===== config.mk =====
export PLATFORM = sky130hd
export DESIGN_NAME = flash_pe_seq
export DESIGN_NICKNAME = d
export VERILOG_FILES = /design/src/rtl/fseq_pkg.sv /design/src/rtl/fseq_cmd_rom.sv /design/src/rtl/fseq_bus_phy.sv /design/src/rtl/fseq_toggle_chk.sv /design/src/rtl/flash_pe_seq.sv
export SDC_FILE = /design/constraint.sdc
export NUM_CORES = 1
export LEC_CHECK = 0
export ABC_AREA = 1
export BUFFER_PORTS_ARGS = -buffer_cell sky130_fd_sc_hd__buf_2
export CORE_AREA = 8 8 98 166
export DETAILED_ROUTE_END_ITERATION = 8
export DIE_AREA = 0 0 106 174
export MAX_ROUTING_LAYER = met4
export PLACE_DENSITY = 0.7
export SYNTH_ARGS = -nofsm -noshare
export SYNTH_HDL_FRONTEND = slang
export SYNTH_SLANG_ARGS = --single-unit

===== constraint.sdc =====
create_clock -name clk -period 3.96 [get_ports clk]
set_input_delay 0.594 -clock clk [delete_from_list [all_inputs] [get_ports clk]]
set_output_delay 0.594 -clock clk [all_outputs]
set_load 0.02 [all_outputs]

===== src/rtl/fseq_pkg.sv =====
package fseq_pkg;

  typedef enum logic [1:0] {
    OP_WORD   = 2'd0,
    OP_SECTOR = 2'd1,
    OP_BLOCK  = 2'd2,
    OP_CHIP   = 2'd3
  } fseq_op_e;

  typedef enum logic [2:0] {
    BP_IDLE, BP_WLO, BP_WHI, BP_RLO, BP_RHI
  } phy_st_e;

  typedef enum logic [2:0] {
    ST_PWR, ST_IDLE, ST_WISS, ST_WWAIT, ST_RISS, ST_RWAIT
  } seq_st_e;

  localparam logic [14:0] UNLOCK_A = 15'h5555;
  localparam logic [14:0] UNLOCK_B = 15'h2AAA;

  localparam logic [7:0] CD_KEY_A  = 8'hAA;
  localparam logic [7:0] CD_KEY_B  = 8'h55;
  localparam logic [7:0] CD_WORD   = 8'hA0;
  localparam logic [7:0] CD_ERASE  = 8'h80;
  localparam logic [7:0] CD_SECTOR = 8'h30;
  localparam logic [7:0] CD_BLOCK  = 8'h50;
  localparam logic [7:0] CD_CHIP   = 8'h10;

  // nanoseconds to clock cycles, rounded up, never below one
  function automatic int ns2cyc(input int ns, input int per);
    int r;
    r = (ns + per - 1) / per;
    return (r < 1) ? 1 : r;
  endfunction

endpackage


===== src/rtl/fseq_cmd_rom.sv =====
module fseq_cmd_rom
  import fseq_pkg::*;
#(
  parameter int AW = 21,
  parameter int DW = 16
) (
  input  fseq_op_e        op,
  input  logic [2:0]      idx,
  input  logic [AW-1:0]   tgt_addr,
  input  logic [DW-1:0]   tgt_data,
  output logic [AW-1:0]   cmd_addr,
  output logic [DW-1:0]   cmd_data,
  output logic            cmd_last
);

  localparam logic [AW-1:0] KA = AW'(UNLOCK_A);
  localparam logic [AW-1:0] KB = AW'(UNLOCK_B);

  always_comb begin
    cmd_addr = KA;
    cmd_data = DW'(CD_KEY_A);
    case (idx)
      3'd0: begin cmd_addr = KA; cmd_data = DW'(CD_KEY_A); end
      3'd1: begin cmd_addr = KB; cmd_data = DW'(CD_KEY_B); end
      3'd2: begin
        cmd_addr = KA;
        cmd_data = (op == OP_WORD) ? DW'(CD_WORD) : DW'(CD_ERASE);
      end
      3'd3: begin
        if (op == OP_WORD) begin
          cmd_addr = tgt_addr;
          cmd_data = tgt_data;
        end else begin
          cmd_addr = KA;
          cmd_data = DW'(CD_KEY_A);
        end
      end
      3'd4: begin cmd_addr = KB; cmd_data = DW'(CD_KEY_B); end
      default: begin
        case (op)
          OP_SECTOR: begin cmd_addr = tgt_addr; cmd_data = DW'(CD_SECTOR); end
          OP_BLOCK:  begin cmd_addr = tgt_addr; cmd_data = DW'(CD_BLOCK); end
          default:   begin cmd_addr = KA;       cmd_data = DW'(CD_CHIP); end
        endcase
      end
    endcase
    cmd_last = (op == OP_WORD) ? (idx == 3'd3) : (idx == 3'd5);
  end

endmodule


===== src/rtl/fseq_bus_phy.sv =====
module fseq_bus_phy
  import fseq_pkg::*;
#(
  parameter int AW        = 21,
  parameter int DW        = 16,
  parameter int WLOW_CYC  = 5,
  parameter int WHIGH_CYC = 4,
  parameter int RACC_CYC  = 9,
  parameter int RREC_CYC  = 4
) (
  input  logic          clk,
  input  logic          rst_n,
  input  logic          start,
  input  logic          rd,
  input  logic [AW-1:0] addr,
  input  logic [DW-1:0] wdata,
  output logic          cyc_done,
  output logic [DW-1:0] rdata,
  output logic [AW-1:0] fl_addr,
  output logic [DW-1:0] fl_dq_out,
  output logic          fl_dq_oe,
  input  logic [DW-1:0] fl_dq_in,
  output logic          fl_ce_n,
  output logic          fl_oe_n,
  output logic          fl_we_n
);

  localparam int M1 = (WLOW_CYC > WHIGH_CYC) ? WLOW_CYC : WHIGH_CYC;
  localparam int M2 = (RACC_CYC > RREC_CYC) ? RACC_CYC : RREC_CYC;
  localparam int MX = (M1 > M2) ? M1 : M2;
  localparam int CW = $clog2(MX + 1);

  phy_st_e       st;
  logic [CW-1:0] cnt;

  always_ff @(posedge clk) begin
    if (!rst_n) begin
      st        <= BP_IDLE;
      cnt       <= '0;
      cyc_done  <= 1'b0;
      rdata     <= '0;
      fl_addr   <= '0;
      fl_dq_out <= '0;
      fl_dq_oe  <= 1'b0;
      fl_ce_n   <= 1'b1;
      fl_oe_n   <= 1'b1;
      fl_we_n   <= 1'b1;
    end else begin
      cyc_done <= 1'b0;
      case (st)
        BP_IDLE: if (start) begin
          fl_addr <= addr;
          fl_ce_n <= 1'b0;
          cnt     <= '0;
          if (rd) begin
            fl_oe_n  <= 1'b0;
            fl_dq_oe <= 1'b0;
            st       <= BP_RLO;
          end else begin
            fl_dq_out <= wdata;
            fl_dq_oe  <= 1'b1;
            fl_we_n   <= 1'b0;
            st        <= BP_WLO;
          end
        end
        BP_WLO: begin
          if (cnt == CW'(WLOW_CYC - 1)) begin
            fl_we_n <= 1'b1;
            cnt     <= '0;
            st      <= BP_WHI;
          end else cnt <= cnt + 1'b1;
        end
        BP_WHI: begin
          if (cnt == CW'(WHIGH_CYC - 1)) begin
            fl_ce_n  <= 1'b1;
            fl_dq_oe <= 1'b0;
            cyc_done <= 1'b1;
            st       <= BP_IDLE;
          end else cnt <= cnt + 1'b1;
        end
        BP_RLO: begin
          if (cnt == CW'(RACC_CYC - 1)) begin
            rdata   <= fl_dq_in;
            fl_oe_n <= 1'b1;
            fl_ce_n <= 1'b1;
            cnt     <= '0;
            st      <= BP_RHI;
          end else cnt <= cnt + 1'b1;
        end
        BP_RHI: begin
          if (cnt == CW'(RREC_CYC - 1)) begin
            cyc_done <= 1'b1;
            st       <= BP_IDLE;
          end else cnt <= cnt + 1'b1;
        end
        default: st <= BP_IDLE;
      endcase
    end
  end

endmodule


===== src/rtl/fseq_toggle_chk.sv =====
module fseq_toggle_chk #(
  parameter int CONFIRM_READS = 2
) (
  input  logic clk,
  input  logic rst_n,
  input  logic clear,
  input  logic smp_valid,
  input  logic smp_bit,
  output logic finished
);

  localparam int KW = $clog2(CONFIRM_READS + 1);

  logic          have_ref;
  logic          ref_bit;
  logic [KW-1:0] agree;
  logic          match;

  assign match    = have_ref && (smp_bit == ref_bit);
  assign finished = smp_valid && match && (agree == KW'(CONFIRM_READS));

  always_ff @(posedge clk) begin
    if (!rst_n || clear) begin
      have_ref <= 1'b0;
      ref_bit  <= 1'b0;
      agree    <= '0;
    end else if (smp_valid) begin
      have_ref <= 1'b1;
      ref_bit  <= smp_bit;
      if (!match) agree <= '0;
      else if (agree != KW'(CONFIRM_READS)) agree <= agree + 1'b1;
    end
  end

endmodule


===== src/rtl/flash_pe_seq.sv =====
module flash_pe_seq
  import fseq_pkg::*;
#(
  parameter int AW            = 21,
  parameter int DW            = 16,
  parameter int CLK_PERIOD_NS = 8,
  parameter int T_WP_NS       = 40,
  parameter int T_WPH_NS      = 30,
  parameter int T_AH_NS       = 30,
  parameter int T_DS_NS       = 30,
  parameter int T_OEH_NS      = 10,
  parameter int T_ACC_NS      = 70,
  parameter int T_RREC_NS     = 30,
  parameter int POWERUP_NS    = 100000,
  parameter int TIMEOUT_NS    = 100000000,
  parameter int STAT_BIT      = 6,
  parameter int CONFIRM_READS = 2
) (
  input  logic          clk,
  input  logic          rst_n,
  input  logic          req_valid,
  output logic          req_ready,
  input  logic [1:0]    req_op,
  input  logic [AW-1:0] req_addr,
  input  logic [DW-1:0] req_data,
  output logic          done,
  output logic          err,
  output logic [AW-1:0] fl_addr,
  output logic [DW-1:0] fl_dq_out,
  output logic          fl_dq_oe,
  input  logic [DW-1:0] fl_dq_in,
  output logic          fl_ce_n,
  output logic          fl_oe_n,
  output logic          fl_we_n
);

  localparam int WL_NS     = (T_WP_NS > T_AH_NS) ? ((T_WP_NS > T_DS_NS) ? T_WP_NS : T_DS_NS)
                                                 : ((T_AH_NS > T_DS_NS) ? T_AH_NS : T_DS_NS);
  localparam int WLOW_CYC  = ns2cyc(WL_NS, CLK_PERIOD_NS);
  localparam int WHIGH_CYC = ns2cyc((T_WPH_NS > T_OEH_NS) ? T_WPH_NS : T_OEH_NS, CLK_PERIOD_NS);
  localparam int RACC_CYC  = ns2cyc(T_ACC_NS, CLK_PERIOD_NS);
  localparam int RREC_CYC  = ns2cyc(T_RREC_NS, CLK_PERIOD_NS);
  localparam int PWR_CYC   = ns2cyc(POWERUP_NS, CLK_PERIOD_NS);
  localparam int TMO_CYC   = ns2cyc(TIMEOUT_NS, CLK_PERIOD_NS);
  localparam int PW        = $clog2(PWR_CYC + 1);
  localparam int TW        = $clog2(TMO_CYC + 1);

  seq_st_e       st;
  fseq_op_e      op_q;
  logic [AW-1:0] addr_q;
  logic [DW-1:0] data_q;
  logic [2:0]    idx_q;
  logic [PW-1:0] pwr_cnt;
  logic [TW-1:0] wd_cnt;
  logic          wd_exp;
  logic          done_q, err_q;

  logic [AW-1:0] rom_addr;
  logic [DW-1:0] rom_data;
  logic          rom_last;
  logic          phy_start, phy_rd, phy_done;
  logic [AW-1:0] phy_addr;
  logic [DW-1:0] phy_rdata;
  logic          det_clear, det_smp, det_fin;
  logic          unused_rd;

  fseq_cmd_rom #(.AW(AW), .DW(DW)) u_rom (
    .op(op_q), .idx(idx_q), .tgt_addr(addr_q), .tgt_data(data_q),
    .cmd_addr(rom_addr), .cmd_data(rom_data), .cmd_last(rom_last)
  );

  assign phy_start = (st == ST_WISS) || (st == ST_RISS);
  assign phy_rd    = (st == ST_RISS);
  assign phy_addr  = phy_rd ? addr_q : rom_addr;

  fseq_bus_phy #(
    .AW(AW), .DW(DW), .WLOW_CYC(WLOW_CYC), .WHIGH_CYC(WHIGH_CYC),
    .RACC_CYC(RACC_CYC), .RREC_CYC(RREC_CYC)
  ) u_phy (
    .clk(clk), .rst_n(rst_n), .start(phy_start), .rd(phy_rd),
    .addr(phy_addr), .wdata(rom_data), .cyc_done(phy_done), .rdata(phy_rdata),
    .fl_addr(fl_addr), .fl_dq_out(fl_dq_out), .fl_dq_oe(fl_dq_oe),
    .fl_dq_in(fl_dq_in), .fl_ce_n(fl_ce_n), .fl_oe_n(fl_oe_n), .fl_we_n(fl_we_n)
  );

  assign det_clear = (st == ST_WWAIT) && phy_done && rom_last;
  assign det_smp   = (st == ST_RWAIT) && phy_done;
  assign unused_rd = ^phy_rdata;

  fseq_toggle_chk #(.CONFIRM_READS(CONFIRM_READS)) u_det (
    .clk(clk), .rst_n(rst_n), .clear(det_clear), .smp_valid(det_smp),
    .smp_bit(phy_rdata[STAT_BIT]), .finished(det_fin)
  );

  assign wd_exp    = (wd_cnt == TW'(TMO_CYC));
  assign req_ready = (st == ST_IDLE);
  assign done      = done_q;
  assign err       = err_q;

  always_ff @(posedge clk) begin
    if (!rst_n) begin
      st      <= ST_PWR;
      op_q    <= OP_WORD;
      addr_q  <= '0;
      data_q  <= '0;
      idx_q   <= '0;
      pwr_cnt <= '0;
      wd_cnt  <= '0;
      done_q  <= 1'b0;
      err_q   <= 1'b0;
    end else begin
      done_q <= 1'b0;
      err_q  <= 1'b0;
      if (((st == ST_RISS) || (st == ST_RWAIT)) && !wd_exp) wd_cnt <= wd_cnt + 1'b1;
      case (st)
        ST_PWR: begin
          if (pwr_cnt == PW'(PWR_CYC - 1)) st <= ST_IDLE;
          else pwr_cnt <= pwr_cnt + 1'b1;
        end
        ST_IDLE: if (req_valid) begin
          op_q   <= fseq_op_e'(req_op);
          addr_q <= req_addr;
          data_q <= req_data;
          idx_q  <= '0;
          st     <= ST_WISS;
        end
        ST_WISS: st <= ST_WWAIT;
        ST_WWAIT: if (phy_done) begin
          if (rom_last) begin
            wd_cnt <= '0;
            st     <= ST_RISS;
          end else begin
            idx_q <= idx_q + 1'b1;
            st    <= ST_WISS;
          end
        end
        ST_RISS: st <= ST_RWAIT;
        ST_RWAIT: if (phy_done) begin
          if (det_fin) begin
            done_q <= 1'b1;
            st     <= ST_IDLE;
          end else if (wd_exp) begin
            done_q <= 1'b1;
            err_q  <= 1'b1;
            st     <= ST_IDLE;
          end else st <= ST_RISS;
        end
        default: st <= ST_IDLE;
      endcase
    end
  end

endmodule


==> summary.md <==
| Metric | Value |
|---|---|
| Status | `complete, no violations` |
| Fin crit period | `2.51 ns` |
| Worst Skew | `0.0119 ns` |
| DR vias | `between 6000 and 7000` |
| Worst min-delay path category | `input port to register` |
| Post-DR vias/cell | `5.09` |
| Worst slew margin | `0.290` |
| Comb pwr share | `0.029` |
| Die X | `106 µm` |
| Die H | `174 µm` |
| Maximum VDD drop | `0.000394 V` |
| Cells after synthesis | `980` |
| Post-synthesis instance area | `6810 µm²` |
| Total core area | `14200 µm²` |
| Final hold vios | `0` |
| Worst-case clock buffer depth | `2` |
| P_leak | `3.22 nW` |
| Diodes inserted | `0` |
| Synth Warn # | `0` |
| Most frequent cell after synthesis | `nand2_1` |
| Synth cell types | `40` |
| Synth Net Count | `between 1000 and 1500` |
| Detail Route Antenna Nets | `0` |
| Seq pwr share | `0.463` |
| Final core utilization | `0.554` |
| Sw frac | `0.251` |
| Num Clock Sinks | `139` |
| CP max FO | `25` |
| Internal power | `2.28 mW` |
| # IOs | `102` |
| Routability cong. | `0.897` |
| Critical path class | `register to register` |
| DRT iter0 DRCs | `250` |
| Port Buffers | `86` |
| CP endpoint kind | `register` |
| Total Wirelength | `roughly 17 mm` |
| H-tree Lvls | `4` |
| Largest net degree at the start of global routing | `67` |
| Max cap viols | `0` |
| Setup_tns | `0 ns` |
| CP startpoint | `idx_q[0]` |
| Pwr/cell area | `388 nW/µm²` |
| Antenna violations before repair | `0` |
| Area grow syn2layout | `15.1%` |
| DRT Pass-1 Iters | `5` |
| Vias in the first global route | `roughly 6300` |
| Cell taking the most area after synthesis | `dfxtp_1` |
| Worst-margin pin slew | `1.06 ns` |
| # DRC | `0` |
| Final period util | `0.635` |
| Worst skew pair latency | `just over 0.4 ns` |
| First-pass GRT wire length | `about 29 mm` |
| Worst Path Required | `4.26 ns` |
| Min-Delay Startpoint | `req_data[10]` |
| Crit path DAT | `2.81 ns` |
| Launch point of the worst reg-to-reg path | `idx_q[0]` |
| Dpl hpwl | `12.4 mm` |
| Post-synthesis async set-or-reset flop share | `0` |
| Clock tree from TritonCTS | `built` |
| CTS Buf Count | `17` |
| Routed length per placed instance | `13.7 µm` |
| Nets@finish | `about 1100` |
| Layout cell share with drive strength beyond 1 | `0.164` |
| Avg Inst Size Synth | `6.95 µm²` |
| Seq/Total Area, Yosys | `0.409` |
| Worst-path clk slew | `about 0.07 ns` |
| Global Route Usage Sum | `0.193` |
| Share of the synthesized area in the top cell type | `0.409` |
| Die area | `18400 µm²` |
| Core Rows | `58` |
| Global route overflow | `0` |
| Hold Buf Count CTS | `0` |
| RSZ-0062 raised after global routing | `false` |
| Seq cells post-synth | `139` |
| Main synth FF type | `dfxtp_1` |
| Clock network fraction of design power | `0.508` |
| Top achievable clock speed | `398 MHz` |
| Switching Power | `0.764 mW` |
| Post-synth top cells | `nand2_1, dfxtp_1, nor2_1` |
| Postcts setup bufs | `0` |
| Initial Utilization | `0.481` |
| CP Launch Type | `register` |
| Clk root buf | `clkbuf_16` |
| Setup violators final | `0` |
| Slew Limit Fails | `0` |
| Number of synthesized flops with an enable pin | `0` |
| Leading cell types by total area after synthesis | `dfxtp_1, nand2_1, a21oi_1, nor2_1, o21ai_0` |
| Post-CTS sizing | `0` |
==> power groups by stage <==
stage | sequential [mW] | combinational [mW] | clock, mW
6_report | 1.41 | 0.0887 | 1.54
5_1_grt | 1.41 | 0.0978 | 1.62
4_1_cts | 1.41 | 0.0896 | 1.57
3_5_place_dp | 1.44 | 0.0891 | 0
3_3_place_gp | 1.44 | 0.0887 | 0
2_1_floorplan | 1.44 | 0.0560 | 0
==> cells in the final DEF, fill, tap and decap left out, types with 2 or more instances in the layout <==
| cell | netlist | final |
|---|---|---|
| o21ai_1 | 9 | 9 |
| nand2_2 | 5 | 5 |
| inv_6 | 0 | 5 |
| nor2_4 | 6 | 6 |
| nand2_4 | 4 | 4 |
| inv_8 | 0 | 6 |
| nand3_1 | 53 | 53 |
| nor3_2 | 3 | 3 |
| inv_2 | 19 | 19 |
| xnor2_1 | 3 | 3 |
| buf_2 | 13 | 86 |
| inv_1 | 81 | 81 |
| a21oi_1 | 104 | 104 |
| xor2_1 | 8 | 8 |
| and3_1 | 2 | 2 |
| nand3b_1 | 3 | 3 |
| clkbuf_16 | 0 | 17 |
| nor2_2 | 5 | 5 |
| nand2_1 | 215 | 215 |
| buf_4 | 5 | 2 |
| nor3_1 | 13 | 13 |
| ha_1 | 15 | 15 |
| nand3_2 | 5 | 5 |
| a31oi_1 | 2 | 2 |
| o21ai_0 | 94 | 94 |
| dfxtp_1 | 139 | 139 |
| nor2_1 | 137 | 137 |
| nand4_1 | 5 | 5 |
==> area by class of cell <==
cell class              instances  area [µm²]
fillers                      1403        6310
multi-input cells             703        3430
flip-flops and latches        139        2780
repair buffers                 88         445
clock buffers                  17         425
inverters                     101         382
well taps                     180         225
clock inverters                15         149
==> sequential cells by signal (all words and copies together) (netlist names), 2 cells and up <==
signal,count
addr_q,21
data_q,16
idx_q,3
op_q,2
pwr_cnt,14
st,3
u_det.agree,2
u_phy.cnt,4
u_phy.fl_addr,21
u_phy.fl_dq_out,16
u_phy.st,3
wd_cnt,24
==> layer usage <==
metal,global-route usage,up-vias,wire (µm)
met3,0.0319,28,528
met5,-,-,0
met4,0.0820,0,415
li1,-,3305,-
met1,0.190,2864,6680
met2,0.358,135,9410
==> critical path, cell delays in order, from the launching register on <==
cell	delay [ns]
dfxtp_1	0.38
ha_1	0.17
ha_1	0.42
nand2_1	0.22
nand2_1	0.16
nand2_1	0.12
o21ai_4	0.63
inv_2	0.13
o21ai_0	0.12
a21oi_1	0.06
==> kinds of logic after synthesis <==
kind of cell             share of synthesized area
AND/OR/NAND/NOR                              0.298
adder cells (fa/ha/maj)                     0.0276
buffers and inverters                       0.0882
AO/OA/AOI/OAI                                0.164
flip-flops                                   0.409
XOR/XNOR                                    0.0141
==> metrics by stage <==
stage               instances  cell area [µm²]  setup WS [ns]  hold WS [ns]  power (mW)
finish                   1243             7840           1.45         0.395        3.04
global route             1243             7840           1.12         0.393        3.13
CTS                      1243             7840           1.42         0.384        3.07
detailed placement       1211             7260           1.43         0.445        1.53
global placement         1211             7260           1.45         0.444        1.53
floorplan                 980             6810           2.39         0.425        1.50
==> worst paths after layout <==
check        slack (ns)        endpoint  cells past startpoint
max                1.45  u_det.agree[0]                      9
min                0.39      data_q[10]                      3
max reg2reg        1.45  u_det.agree[0]                      9
min reg2reg        0.45   u_phy.fl_ce_n                      2
(Power assumes the default switching activity.)
